[config.mk]
export PLATFORM = sky130hd
export DESIGN_NAME = sam_mult_top
export DESIGN_NICKNAME = d
export VERILOG_FILES = /design/src/rtl/sam_pkg.sv /design/src/rtl/sam_onehot_seq.sv /design/src/rtl/sam_ctl_gen.sv /design/src/rtl/sam_datapath.sv /design/src/rtl/sam_mult_top.sv
export SDC_FILE = /design/constraint.sdc
export NUM_CORES = 1
export LEC_CHECK = 0
export BUFFER_PORTS_ARGS = -buffer_cell sky130_fd_sc_hd__buf_2
export CAP_MARGIN = 5
export CORE_MARGIN = 1.5
export CORE_UTILIZATION = 48
export DETAILED_ROUTE_END_ITERATION = 8
export PLACE_DENSITY = 0.87
export SYNTH_ARGS = -nofsm -noshare
export SYNTH_HDL_FRONTEND = slang
export SYNTH_SLANG_ARGS = --single-unit
[constraint.sdc]
create_clock -name clk_i -period 1.9 [get_ports clk_i]
set_input_delay 0.285 -clock clk_i [delete_from_list [all_inputs] [get_ports clk_i]]
set_output_delay 0.285 -clock clk_i [all_outputs]
set_load 0.05 [all_outputs]
[src/rtl/sam_pkg.sv]
package sam_pkg;
   // phase line positions of the one-hot state vector
   localparam int PH_IDLE = 0;
   localparam int PH_ACC  = 1;
   localparam int PH_SHR  = 2;
   localparam int NPH     = 3;

   typedef struct packed {
      logic init;
      logic clrc;
      logic add;
      logic shift;
   } sam_ctl_t;
endpackage

[src/rtl/sam_onehot_seq.sv]
module sam_onehot_seq
   import sam_pkg::*;
(
   input  logic           clk_i,
   input  logic           rst_i,
   input  logic           go_i,
   input  logic           zero_i,
   output logic [NPH-1:0] ph_o
);
   logic [NPH-1:0] ph_q;
   logic [NPH-1:0] ph_d;

   // next-state terms taken straight from the chart junctions
   always_comb begin
      ph_d[PH_IDLE] = (ph_q[PH_IDLE] & ~go_i) | (ph_q[PH_SHR] & zero_i);
      ph_d[PH_ACC]  = (ph_q[PH_IDLE] &  go_i) | (ph_q[PH_SHR] & ~zero_i);
      ph_d[PH_SHR]  =  ph_q[PH_ACC];
   end

   // one flip-flop per phase; reset seeds the idle token
   for (genvar g = 0; g < NPH; g++) begin : g_ff
      localparam logic RST_VAL = (g == PH_IDLE);
      always_ff @(posedge clk_i or posedge rst_i) begin
         if (rst_i) ph_q[g] <= RST_VAL;
         else       ph_q[g] <= ph_d[g];
      end
   end

   assign ph_o = ph_q;

   AST_ONE_HOT: assert property (@(posedge clk_i) disable iff (rst_i)
      $countones(ph_q) == 1);
   AST_IDLE_START: assert property (@(posedge clk_i) disable iff (rst_i)
      ph_q[PH_IDLE] && go_i |=> ph_q[PH_ACC]);
   AST_IDLE_HOLD: assert property (@(posedge clk_i) disable iff (rst_i)
      ph_q[PH_IDLE] && !go_i |=> ph_q[PH_IDLE]);
   AST_ACC_TO_SHR: assert property (@(posedge clk_i) disable iff (rst_i)
      ph_q[PH_ACC] |=> ph_q[PH_SHR]);
   AST_SHR_EXIT: assert property (@(posedge clk_i) disable iff (rst_i)
      ph_q[PH_SHR] && zero_i |=> ph_q[PH_IDLE]);
   AST_SHR_LOOP: assert property (@(posedge clk_i) disable iff (rst_i)
      ph_q[PH_SHR] && !zero_i |=> ph_q[PH_ACC]);
endmodule

[src/rtl/sam_ctl_gen.sv]
module sam_ctl_gen
   import sam_pkg::*;
(
   input  logic [NPH-1:0] ph_i,
   input  logic           go_i,
   input  logic           q0_i,
   output sam_ctl_t       ctl_o
);
   // micro-operation strobes; the multiplier bit gates the add only
   always_comb begin
      ctl_o.init  = ph_i[PH_IDLE] & go_i;
      ctl_o.clrc  = ph_i[PH_IDLE] & go_i;
      ctl_o.add   = ph_i[PH_ACC]  & q0_i;
      ctl_o.shift = ph_i[PH_SHR];
   end
endmodule

[src/rtl/sam_datapath.sv]
module sam_datapath
   import sam_pkg::*;
#(
   parameter int N = 8
) (
   input  logic           clk_i,
   input  logic           rst_i,
   input  sam_ctl_t       ctl_i,
   input  logic           load_b_i,
   input  logic           load_q_i,
   input  logic [N-1:0]   din_i,
   output logic           q0_o,
   output logic           zero_o,
   output logic [2*N-1:0] prod_o
);
   localparam int          CW     = $clog2(N);
   localparam logic [CW-1:0] P_TOP = CW'(N - 1);

   logic [N-1:0]  a_q, b_q, q_q;
   logic          c_q;
   logic [CW-1:0] p_q;

   always_ff @(posedge clk_i or posedge rst_i) begin
      if (rst_i) begin
         a_q <= '0;
         b_q <= '0;
         q_q <= '0;
         c_q <= 1'b0;
         p_q <= '0;
      end else begin
         if (load_b_i) b_q <= din_i;
         if (ctl_i.init) begin
            a_q <= '0;
            p_q <= P_TOP;
         end
         if (ctl_i.clrc) c_q <= 1'b0;
         if (ctl_i.add) {c_q, a_q} <= {1'b0, a_q} + {1'b0, b_q};
         if (ctl_i.shift) begin
            {c_q, a_q, q_q} <= {1'b0, c_q, a_q, q_q[N-1:1]};
            p_q <= p_q - CW'(1);
         end else if (load_q_i) begin
            q_q <= din_i;
         end
      end
   end

   assign q0_o   = q_q[0];
   assign zero_o = (p_q == '0);
   assign prod_o = {a_q, q_q};

   AST_INIT_PRESET: assert property (@(posedge clk_i) disable iff (rst_i)
      ctl_i.init |=> (p_q == P_TOP) && (a_q == '0) && !c_q);
   AST_ADD_SUM: assert property (@(posedge clk_i) disable iff (rst_i)
      ctl_i.add |=> {c_q, a_q} == ({1'b0, $past(a_q)} + {1'b0, $past(b_q)}));
   AST_SHIFT_DEC: assert property (@(posedge clk_i) disable iff (rst_i)
      ctl_i.shift |=> p_q == $past(p_q) - CW'(1));
   AST_SHIFT_LINK: assert property (@(posedge clk_i) disable iff (rst_i)
      ctl_i.shift |=> (q_q[N-1] == $past(a_q[0])) && !c_q);
endmodule

[src/rtl/sam_mult_top.sv]
module sam_mult_top
   import sam_pkg::*;
#(
   parameter int N = 8
) (
   input  logic           clk_i,
   input  logic           rst_i,
   input  logic           go_i,
   input  logic           load_b_i,
   input  logic           load_q_i,
   input  logic [N-1:0]   din_i,
   output logic [2*N-1:0] product_o,
   output logic           done_o,
   output logic [2:0]     phase_o,
   output logic           ctl_init_o,
   output logic           ctl_clrc_o,
   output logic           ctl_add_o,
   output logic           ctl_shift_o
);
   if (N < 2) begin : g_bad_width
      $error("sam_mult_top: N must be at least 2");
   end
   if (NPH != 3) begin : g_bad_phases
      $error("sam_mult_top: phase vector must have three lines");
   end

   logic [NPH-1:0] ph;
   logic           q0;
   logic           zero;
   sam_ctl_t       ctl;

   sam_onehot_seq u_seq (
      .clk_i  (clk_i),
      .rst_i  (rst_i),
      .go_i   (go_i),
      .zero_i (zero),
      .ph_o   (ph)
   );

   sam_ctl_gen u_ctl (
      .ph_i  (ph),
      .go_i  (go_i),
      .q0_i  (q0),
      .ctl_o (ctl)
   );

   sam_datapath #(.N(N)) u_dp (
      .clk_i    (clk_i),
      .rst_i    (rst_i),
      .ctl_i    (ctl),
      .load_b_i (load_b_i),
      .load_q_i (load_q_i),
      .din_i    (din_i),
      .q0_o     (q0),
      .zero_o   (zero),
      .prod_o   (product_o)
   );

   assign phase_o     = ph;
   assign done_o      = ph[PH_IDLE];
   assign ctl_init_o  = ctl.init;
   assign ctl_clrc_o  = ctl.clrc;
   assign ctl_add_o   = ctl.add;
   assign ctl_shift_o = ctl.shift;
endmodule

-- After elaboration in Yosys (flattened, before gate mapping)
Index checks and enable logic that the tools add are counted.
- flip-flop bits (word level): 31
- output and inout bits: 24
- word-level logic and storage cells: 33
- add/subtract/negate cells: 2
- multiplexer cells: 10
- bitwise operators: 9
- reduce and logical (&&, ||, !) cells: 4
- operators by type and width (operator ; number):
    8-bit two-way mux ; 5
    8-bit by 8-bit adder with 9-bit output ; 1
    3-bit two-way mux ; 2
    1-bit AND ; 5
    2-bit nonzero test ; 2
    3-bit logical NOT ; 1
    1-bit two-way mux ; 3
    3-bit nonzero test ; 1
    3-bit by 1-bit subtractor with 3-bit output (second input constant) ; 1
    1-bit NOT ; 2
    1-bit bitwise OR ; 2

-- Logic depth before layout (Yosys ltp)
Gate-level depths: netlist of the first run.
- depth in word-level cells: 4
- mapped depth: 7
- depth with buffers taken out: 7

-- By module
From an unflattened synthesis of the first run, not the netlist that was laid out.
- cells, all modules: 174
- area, all modules: 1740.4 sq um
- by module, submodules not included (module ; instances ; cells each ; area an instance (sq um) ; sequential area each (sq um)):
    sam_datapath ; 1 ; 158 ; 1585.3 ; 700.7
    sam_onehot_seq ; 1 ; 11 ; 120.1 ; 76.3
    sam_ctl_gen ; 1 ; 4 ; 27.5 ; 0.0
    sam_mult_top ; 1 ; 1 ; 7.5 ; 0.0

-- Worst setup path after synthesis of the first run
OpenSTA, ideal clock, no wires.
- path type: flip-flop to flip-flop
- start point: reg u_dp.a_q[0]
- end point: reg u_dp.a_q[6]
- library setup time: 0.133 ns
- data arrival time: 2.076 ns
- data required time: 1.767 ns
- path slack: -0.308 ns
- cell stages (with the launch flop): 8
- cells stage by stage: dfrtp_1 ha_1 fa_1 a21o_1 a221oi_2 xnor2_1 a221oi_2 a21oi_1
- word-level cells in the longest chain between the ends: 3
- RTL lines (item ; line ; source):
    start, declared ; sam_datapath.sv:19 ; logic [N-1:0] a_q, b_q, q_q;
    start signal, assigned ; sam_datapath.sv:37 ; if (ctl_i.add) {c_q, a_q} <= {1'b0, a_q} + {1'b0, b_q};
    start signal, assigned ; sam_datapath.sv:39 ; {c_q, a_q, q_q} <= {1'b0, c_q, a_q, q_q[N-1:1]};
    8-bit by 8-bit adder with 9-bit output ; sam_datapath.sv:37 ;
    8-bit two-way mux ; sam_datapath.sv:37 ;
    8-bit two-way mux ; sam_datapath.sv:38 ; if (ctl_i.shift) begin
No other way between the ends.
A chain may end at the register's enable or synchronous reset.

-- Worst setup path after layout of the first run
Ends and elaborated chain as after synthesis.

==> key figures, run 1 <==
Timing
  – Final hold vios: 0
  – RSZ-0062 raised after global routing: yes
  – Slew @ Worst Pin: 0.388 ns
  – Worst setup margin: -0.0490 ns
  – Final Max Tran Viols: 0
  – F_max: 0.513 GHz
  – Worst hold slack: 0.181 ns
  – Part of the cycle the worst path needs: 1.03
  – Fin crit period: 1.95 ns
  – Final Setup Violations: 2
  – Relative max-transition margin: 0.742
  – Worst Clk Skew: 0.0140 ns

Job
  – Max-Cap Viols: 0

Synthesis
  – Area share of and/or/nand/nor cells after synthesis: 0.0694
  – XOR/XNOR Fraction of Synth Area: 0.0264
  – Largest family of logic cells by synthesized area: compound AO/OA/AOI/OAI gates
  – Post-synth cell types: 33
  – Synth Cell Area: 0.00166 sq mm
  – Adder-Cell Fraction of Synth Area: 0.0875
  – Mux cell area share after synthesis: 0.109
  – Post-Syn Area per Cell: 10.5 sq um
  – Register bit total from synthesis: 31
  – Synth Instances: 158
  – Sequential area share after synthesis: 0.469
  – Syn_nets: 182
  – Compound-Gate Fraction of Synth Area: 0.174
  – Number of synthesis warnings: 0

Floorplanning
  – Initial Utilization: 0.497
  – DIE HEIGHT: 61.8 um
  – Die ar.: 0.00382 sq mm
  – Die Span X: 61.8 um
  – Total core area: 0.00334 sq mm
  – Floorplan row count: 21
  – Ports: 37

Clocking
  – H-Tree Level Count: 2
  – Sink Count: 31
  – CTS Buf Count: 5
  – CTS Root Cell: clkbuf_4
  – CTS tree: done
  – Clk slew on worst S/H paths: 0.10 ns
  – Worst-case clock buffer depth: 2
  – Clock Latency Late Sink: 0.35 ns

Critical path
  – CP startpoint kind: register
  – Max stage delay on crit path: 0.43 ns
  – Crit path max-delay cell type: dfrtp_2
  – Critical Path AT: 2.18 ns
  – Crit path kind: register to register
  – CP max FO: 2
  – CP most frequent cell: a221oi_2
  – CP delay by family, top: compound AO/OA/AOI/OAI gates
  – Worst EP required: 2.13 ns
  – Worst path cell trace: ha_4 > fa_2 > a21o_1 > a221oi_2 > xnor2_1 > a221oi_2 > a21oi_1
  – CP Buf/Inv Count: 0
  – Crit. End Element: register
  – Slack of the worst reg-to-reg path: -0.05 ns

Global routing
  – Pin count of the biggest net entering global routing: 32
  – Antenna violations before repair: 0
  – Global Route Usage Sum: 0.204
  – Overflow after GRT: 0
  – Number of global-route vias before repair: 1206
  – First-pass GRT wire length: 5560 um

Layout
  – Share of cells above drive strength 1: 0.367
  – Area of the multi-input gates: 801 sq um
  – Commonest non-fill, non-tap cell in the layout: buf_2
  – N_diodes: 0
  – Final net count: 222
  – Most frequent cells in the layout: buf_2, dfrtp_1, nand2_1
  – Number of filler cells placed in the layout: 289
  – Post-Layout Cell Count: 245
  – FF+latch area: 781 sq um
  – Final Util: 0.604
  – Area growth, synth to finish: 21.7%

Detailed routing
  – Routed Antenna Nets: 0
  – Drt first pass iters: 4
  – DRC Markers: 0
  – Initial drt markers: 97
  – Total Wirelength: 3500 um
  – Vias: 1334
  – DR WL/cell: 14.3 um
  – Average vias per placed instance: 5.44

Status
  – Violations in the final reports: setup timing
  – Status: finished with violations

Placement
  – Buffers on Ports: 36
  – Placed Cells: 235
  – Routability congestion estimate: 0.824
  – Dpl hpwl: 2540 um

Min path
  – Hold Crit Class: primary input to register
==> metrics by stage <==
stage	TNS, ns	area [sq um]	setup slack [ns]
2_1_floorplan	-0.0914	1680	-0.0914
3_3_place_gp	0	1900	0.0242
3_5_place_dp	-0.0278	1900	-0.0278
4_1_cts	-0.0456	2000	-0.0456
5_1_grt	-0.238	2020	-0.118
6_report	-0.0838	2020	-0.0490
==> registers in the layout (all words and copies together) (netlist names) <==
name	count
u_dp.q_q	8
u_seq.ph_o	3
u_dp.c_q	1
u_dp.p_q	3
u_dp.b_q	8
u_dp.a_q	8
==> routing by layer <==
metal	up-vias	share of wire	global-route usage
met5	-	0	0
met4	0	0.021	0.0851
met1	646	0.45	0.286
met2	43	0.47	0.302
li1	639	-	-
met3	6	0.053	0.0538
==> final timing paths <==
kind,start,endpoint,cells after the start
setup / recovery,u_dp.a_q[0],u_dp.a_q[6],7
max in group asynchronous,rst_i,u_seq.ph_o[0],4
hold reg to reg,u_seq.ph_o[1],u_seq.ph_o[2],0
hold / removal,din_i[3],u_dp.b_q[3],2
setup reg to reg,u_dp.a_q[0],u_dp.a_q[6],7
min in group asynchronous,rst_i,u_dp.p_q[2],4
==> synth_stat cells <==
cell type | instances | area (sq um)
o21ai_0 | 10 | 50.1
a21boi_1 | 2 | 15.0
a221oi_1 | 2 | 17.5
a21o_1 | 2 | 15.0
ha_1 | 10 | 125
a22o_1 | 1 | 8.76
fa_1 | 1 | 20.0
nor3_1 | 3 | 15.0
inv_2 | 2 | 7.51
buf_1 | 1 | 3.75
xnor2_1 | 2 | 17.5
clkbuf_1 | 5 | 18.8
a311oi_1 | 1 | 8.76
o21ai_1 | 5 | 25.0
a21oi_1 | 9 | 45.0
mux2i_1 | 9 | 90.1
and3_1 | 1 | 6.26
nand3_1 | 2 | 10.0
a22oi_1 | 3 | 22.5
nor2b_1 | 2 | 12.5
o211ai_1 | 1 | 7.51
buf_4 | 6 | 45.0
nor2_1 | 5 | 18.8
dfrtp_1 | 30 | 751
a211oi_1 | 2 | 15.0
mux2_2 | 8 | 90.1
xor2_1 | 3 | 26.3
a31oi_1 | 3 | 18.8
dfstp_2 | 1 | 26.3
nand2_1 | 14 | 52.6
inv_1 | 9 | 33.8
a221oi_2 | 2 | 30.0
a32oi_1 | 1 | 8.76
==> layout make-up <==
type,instances,share of cell area
Sequential cell,31,0.387
Timing Repair Buffer,45,0.124
Tap cell,46,0.0285
Clock buffer,6,0.0254
Multi-Input combinational cell,104,0.397
Inverter,11,0.0205
Clock inverter,2,0.0174
==> worst reg2reg max path, delay by kind of cell (launching register included) <==
family | cells | cell delay (ns)
AO/OA/AOI/OAI | 4 | 0.78
adder cells (fa/ha/maj) | 2 | 0.51
flip-flops | 1 | 0.43
XOR/XNOR | 1 | 0.12
==> kinds of logic (layout without fill, tap and decap cells) <==
logic type	Yosys count	in the layout
DFF	31	31
buffers and inverters	23	64
and+or+nand+nor	27	27
adders and majority gates	11	11
muxes	17	17
AOI/OAI and AO/OA	44	44
xor gates and xnor gates	5	5
==> timing repair <==
action | in CTS | in global routing
gates resized for setup | 0 | 3
hold endpoints to repair | 15 | 0
buffers inserted | 0 | 1
cloned | 0 | 0
hold buffers | 1 | 0
setup endpoints to repair | 1 | 3
pin swaps | 0 | 4
Power of run 1 is not shown: default switching activity piles up to over one toggle a cycle in this logic, so the estimate is an artifact.
==> run 2, diff against run 1 <==
SKIP_CTS_REPAIR_TIMING = 1   (was unset)
==> run 2 against run 1 <==
  * First-iteration DRC count decreased by 12%
  * Flip-flop and latch count unchanged
  * Critical path depth unchanged
  * Die area unchanged
  * Register-to-register slack about the same
  * Routed wire length decreased by 0.37%
  * Worst setup slack improved by 0.0037 ns
  * The flow finishes with violations (hold timing, setup timing)
  * Final area decreased by 0.50%
  * Largest cell class unchanged
  * Utilization decreased by 0.30 points
  * Final cell count decreased by 0.41%
  * Clock skew about the same
==> key figures, run 2 (synthesized netlist as in run 1, its figures left out) <==
Timing
  – Final Setup Violations: 2 (unchanged)
  – Worst hold slack: -0.0118 ns (-0.192 ns)
  – Fin crit period: 1.95 ns (-0.00372 ns)
  – Worst setup margin: -0.0453 ns (+0.00372 ns)
  – Slew @ Worst Pin: 0.388 ns (+0.000227 ns)
  – Final hold vios: 15 (+15)
  – Total negative slack: -0.0762 ns (+0.00760 ns)
  – Worst Clk Skew: 0.0140 ns (+0.0000290 ns)
  – Relative max-transition margin: 0.741 (about the same)
  – Part of the cycle the worst path needs: 1.02 (-0.00196)
  – RSZ-0062 raised after global routing: yes
  – Final Max Tran Viols: 0 (unchanged)
  – F_max: 0.514 GHz (+0.19%)

Detailed routing
  – DR WL/cell: 14.3 um (about the same)
  – Vias: 1329 (-0.37%)
  – DRC Markers: 0 (unchanged)
  – Initial drt markers: 85 (-12%)
  – Average vias per placed instance: 5.45 (about the same)
  – Total Wirelength: 3490 um (-0.37%)
  – Routed Antenna Nets: 0 (unchanged)
  – Drt first pass iters: 4 (unchanged)

Min path
  – Hold Crit Class: primary input to asynchronous set/reset pin

Status
  – Status: finished with violations
  – Violations in the final reports: hold timing, setup timing

Layout
  – Most frequent cells in the layout: buf_2, dfrtp_1, nand2_1
  – Number of filler cells placed in the layout: 290 (+0.35%)
  – Final net count: 221 (-0.45%)
  – N_diodes: 0 (unchanged)
  – Commonest non-fill, non-tap cell in the layout: buf_2
  – Final Util: 0.601 (-0.00300)
  – Area growth, synth to finish: 21.1%
  – Top Registers: u_dp.a_q x8, u_dp.b_q x8, u_dp.q_q x8
  – Share of cells above drive strength 1: 0.369 (+0.00185)

Critical path
  – CP max FO: 2 (unchanged)
  – CP startpoint kind: register
  – Worst EP required: 2.13 ns (about the same)
  – Crit. End Element: register
  – Crit path kind: register to register
  – Critical Path AT: 2.18 ns (about the same)

Clocking
  – Sink Count: 31 (unchanged)
  – CTS Buf Count: 5 (unchanged)
  – CTS Root Cell: clkbuf_4
  – Clk slew on worst S/H paths: 0.10 ns (about the same)
  – CTS tree: done
  – H-Tree Level Count: 2 (unchanged)
  – Worst-case clock buffer depth: 2 (unchanged)
  – Clock Latency Late Sink: 0.35 ns (about the same)

Floorplanning
  – Total core area: 0.00334 sq mm (unchanged)
  – Ports: 37 (unchanged)
  – Die ar.: 0.00382 sq mm (unchanged)
  – Floorplan row count: 21 (unchanged)
  – Initial Utilization: 0.497 (unchanged)
  – DIE HEIGHT: 61.8 um (unchanged)
  – Die Span X: 61.8 um (unchanged)

Global routing
  – Global Route Usage Sum: 0.204 (unchanged)
  – Pin count of the biggest net entering global routing: 32 (unchanged)
  – Antenna violations before repair: 0 (unchanged)
  – Overflow after GRT: 0 (unchanged)
  – First-pass GRT wire length: 5560 um (unchanged)
  – Number of global-route vias before repair: 1204 (-0.17%)

Job
  – Max-Cap Viols: 0 (unchanged)

Placement
  – Dpl hpwl: 2540 um (unchanged)
  – Buffers on Ports: 36 (unchanged)
  – Routability congestion estimate: 0.824 (unchanged)
run 2: cell types whose count changed in the layout (fill, tap and decap cells not counted), sizes merged:
| cell | delta |
|---|---|
| dlygate4sd3 | -1 |
run 2: metrics by stage:
step | instance area [sq um] | cells | setup slack (ns)
2_1_floorplan | 1680 | 158 | -0.0914
3_3_place_gp | 1900 | 235 | 0.0242
3_5_place_dp | 1900 | 235 | -0.0278
4_1_cts | 1990 | 243 | -0.0456
5_1_grt | 2010 | 244 | -0.118
6_report | 2010 | 244 | -0.0453
run 2: critical path, cell delays in order (launching register included):
cell	delay, ns
dfrtp_2	0.43
ha_4	0.17
fa_2	0.34
a21o_1	0.19
a221oi_2	0.31
xnor2_1	0.12
a221oi_2	0.22
a21oi_1	0.06
run 2: layout make-up:
type,count,area [sq um],share of cell area
Multi-Input combinational cell,104,801,0.399
Inverter,11,41.3,0.0206
Timing Repair Buffer,44,240,0.120
Sequential cell,31,781,0.389
Clock buffer,6,51.3,0.0256
Tap cell,46,57.6,0.0287
Clock inverter,2,35.0,0.0175
run 2: worst paths after layout:
check	startpoint	end	slack (ns)	depth (start not counted)
min in group clk_i	din_i[3]	u_dp.b_q[3]	0.18	2
worst min register to register	u_seq.ph_o[1]	u_seq.ph_o[2]	0.41	0
worst max-delay path	u_dp.a_q[0]	u_dp.a_q[6]	-0.05	7
worst max register to register	u_dp.a_q[0]	u_dp.a_q[6]	-0.05	7
max in group asynchronous	rst_i	u_seq.ph_o[0]	1.60	3
worst min-delay path	rst_i	u_dp.p_q[2]	-0.01	3
run 2: metal layers:
layer | track usage | routed length (um) | up-vias | share of wire
met5 | 0 | 0 | - | 0
li1 | - | - | 636 | -
met3 | 0.0538 | 190 | 6 | 0.055
met2 | 0.302 | 1650 | 41 | 0.47
met4 | 0.0851 | 72 | 0 | 0.021
met1 | 0.286 | 1580 | 646 | 0.45
Power of run 2 is left out for the same reason.
==> run 3, diff against run 2 <==
PLACE_DENSITY = 0.81   (was 0.87)
==> run 3 against run 2 <==
  * The flow finishes with violations (setup timing)
  * Maximum frequency up 0.45%
  * Clock skew down 0.0060 ns
  * Utilization down 1.2 points
==> key figures, run 3 (synthesized netlist as in run 1, its figures left out) <==
Critical path
  – Crit path kind: register to register
  – Critical Path AT: 2.15 ns (-0.03 ns)
  – CP startpoint kind: register
  – Worst EP required: 2.12 ns (about the same)
  – Crit. Startpoint: u_dp.b_q[0]
  – CP max FO: 2 (unchanged)
  – Reg2reg start: u_dp.b_q[0]
  – Crit. End Element: register

Detailed routing
  – DRC Markers: 0 (unchanged)
  – Vias: 1280 (-3.7%)
  – Total Wirelength: 3320 um (-4.7%)
  – Average vias per placed instance: 5.27 (-3.3%)
  – Routed Antenna Nets: 0 (unchanged)
  – Initial drt markers: 9 (-89%)
  – Drt first pass iters: 4 (unchanged)
  – DR WL/cell: 13.7 um (-4.3%)

Timing
  – Fin crit period: 1.94 ns (-0.00864 ns)
  – Worst Clk Skew: 0.00800 ns (-0.00604 ns)
  – Final Setup Violations: 1 (-1)
  – Final Max Tran Viols: 0 (unchanged)
  – Part of the cycle the worst path needs: 1.02 (-0.00455)
  – Relative max-transition margin: 0.740 (-0.00169)
  – Worst hold slack: 0.0121 ns (+0.0239 ns)
  – Final hold vios: 0 (-15)
  – Total negative slack: -0.0367 ns (+0.0395 ns)
  – Slew @ Worst Pin: 0.390 ns (+0.00253 ns)
  – Worst setup margin: -0.0367 ns (+0.00864 ns)
  – F_max: 0.516 GHz (+0.45%)
  – RSZ-0062 raised after global routing: yes

Floorplanning
  – Ports: 37 (unchanged)
  – Die ar.: 0.00382 sq mm (unchanged)
  – Total core area: 0.00334 sq mm (unchanged)
  – Die Span X: 61.8 um (unchanged)
  – Initial Utilization: 0.497 (unchanged)
  – Floorplan row count: 21 (unchanged)
  – DIE HEIGHT: 61.8 um (unchanged)

Clocking
  – Worst-case clock buffer depth: 2 (unchanged)
  – CTS Root Cell: clkbuf_4
  – CTS Buf Count: 5 (unchanged)
  – Clk slew on worst S/H paths: 0.10 ns (about the same)
  – H-Tree Level Count: 2 (unchanged)
  – CTS tree: done
  – Clock Latency Late Sink: 0.33 ns (-0.02 ns)
  – Sink Count: 31 (unchanged)

Global routing
  – Pin count of the biggest net entering global routing: 32 (unchanged)
  – Number of global-route vias before repair: 1251 (+3.9%)
  – Antenna violations before repair: 0 (unchanged)
  – Global Route Usage Sum: 0.206 (+0.00151)
  – First-pass GRT wire length: 5570 um (+0.13%)
  – Overflow after GRT: 0 (unchanged)

Layout
  – Top Registers: u_dp.a_q x8, u_dp.b_q x8, u_dp.q_q x8
  – Number of filler cells placed in the layout: 305 (+5.2%)
  – Area growth, synth to finish: 18.6%
  – Final net count: 220 (-0.45%)
  – Share of cells above drive strength 1: 0.350 (-0.0184)
  – Fin area: 0.00197 sq mm (-2.1%)
  – N_diodes: 0 (unchanged)
  – Commonest non-fill, non-tap cell in the layout: buf_2
  – Most frequent cells in the layout: buf_2, dfrtp_1, nand2_1

Job
  – Max-Cap Viols: 0 (unchanged)

Placement
  – Pre-CTS WS: -0.00805 ns (+0.0198 ns)
  – DP Area: 0.00190 sq mm (unchanged)
  – Routability congestion estimate: 0.921 (+12%)
  – Dpl hpwl: 2480 um (-2.4%)
  – Buffers on Ports: 36 (unchanged)

Status
  – Status: finished with violations
  – Violations in the final reports: setup timing

Min path
  – Hold Crit Class: primary input to asynchronous set/reset pin
run 3: cell count changes in the layout (fill, tap and decap cells not counted), sizes merged:
cell | previous run | this run
bufinv | 1 | 0
buf | 44 | 43
clkbuf | 6 | 7
run 3: worst paths after layout:
check                                 to  slack (ns)  cells past startpoint
hold / removal               u_dp.p_q[1]        0.01                      3
hold reg to reg            u_seq.ph_o[2]        0.41                      0
setup reg to reg             u_dp.a_q[6]       -0.04                      7
min in group clk_i           u_dp.b_q[4]        0.20                      2
max in group asynchronous  u_seq.ph_o[0]        1.57                      3
setup / recovery             u_dp.a_q[6]       -0.04                      7
run 3: layout make-up:
cell class | count | area, sq um | share of cell area
well taps | 46 | 57.6 | 0.0293
clock buffers | 7 | 55.1 | 0.0280
clock inverters | 1 | 5.00 | 0.00255
multi-input cells | 104 | 793 | 0.404
flip-flops and latches | 31 | 781 | 0.397
inverters | 11 | 41.3 | 0.0210
repair buffers | 43 | 233 | 0.118
run 3: metal layers:
metal  up-vias  GRT usage  routed length [um]
met2        27      0.316                1520
met1       613      0.270                1580
met3         6     0.0704                 170
met5         -          0                   0
li1        634          -                   -
met4         0     0.0821                  51
run 3: critical path: stages (launching register included):
cell	delay [ns]
dfrtp_1	0.42
ha_4	0.18
fa_2	0.34
a21o_1	0.20
a221oi_2	0.28
xnor2_1	0.12
a221oi_2	0.22
a21oi_1	0.06
run 3: metrics by stage:
step	utilization	std cells
global placement	0.569	235
floorplan	-	158
detailed placement	0.569	235
finish	0.589	243
global route	0.589	243
CTS	0.587	243
Power of run 3 is left out for the same reason.
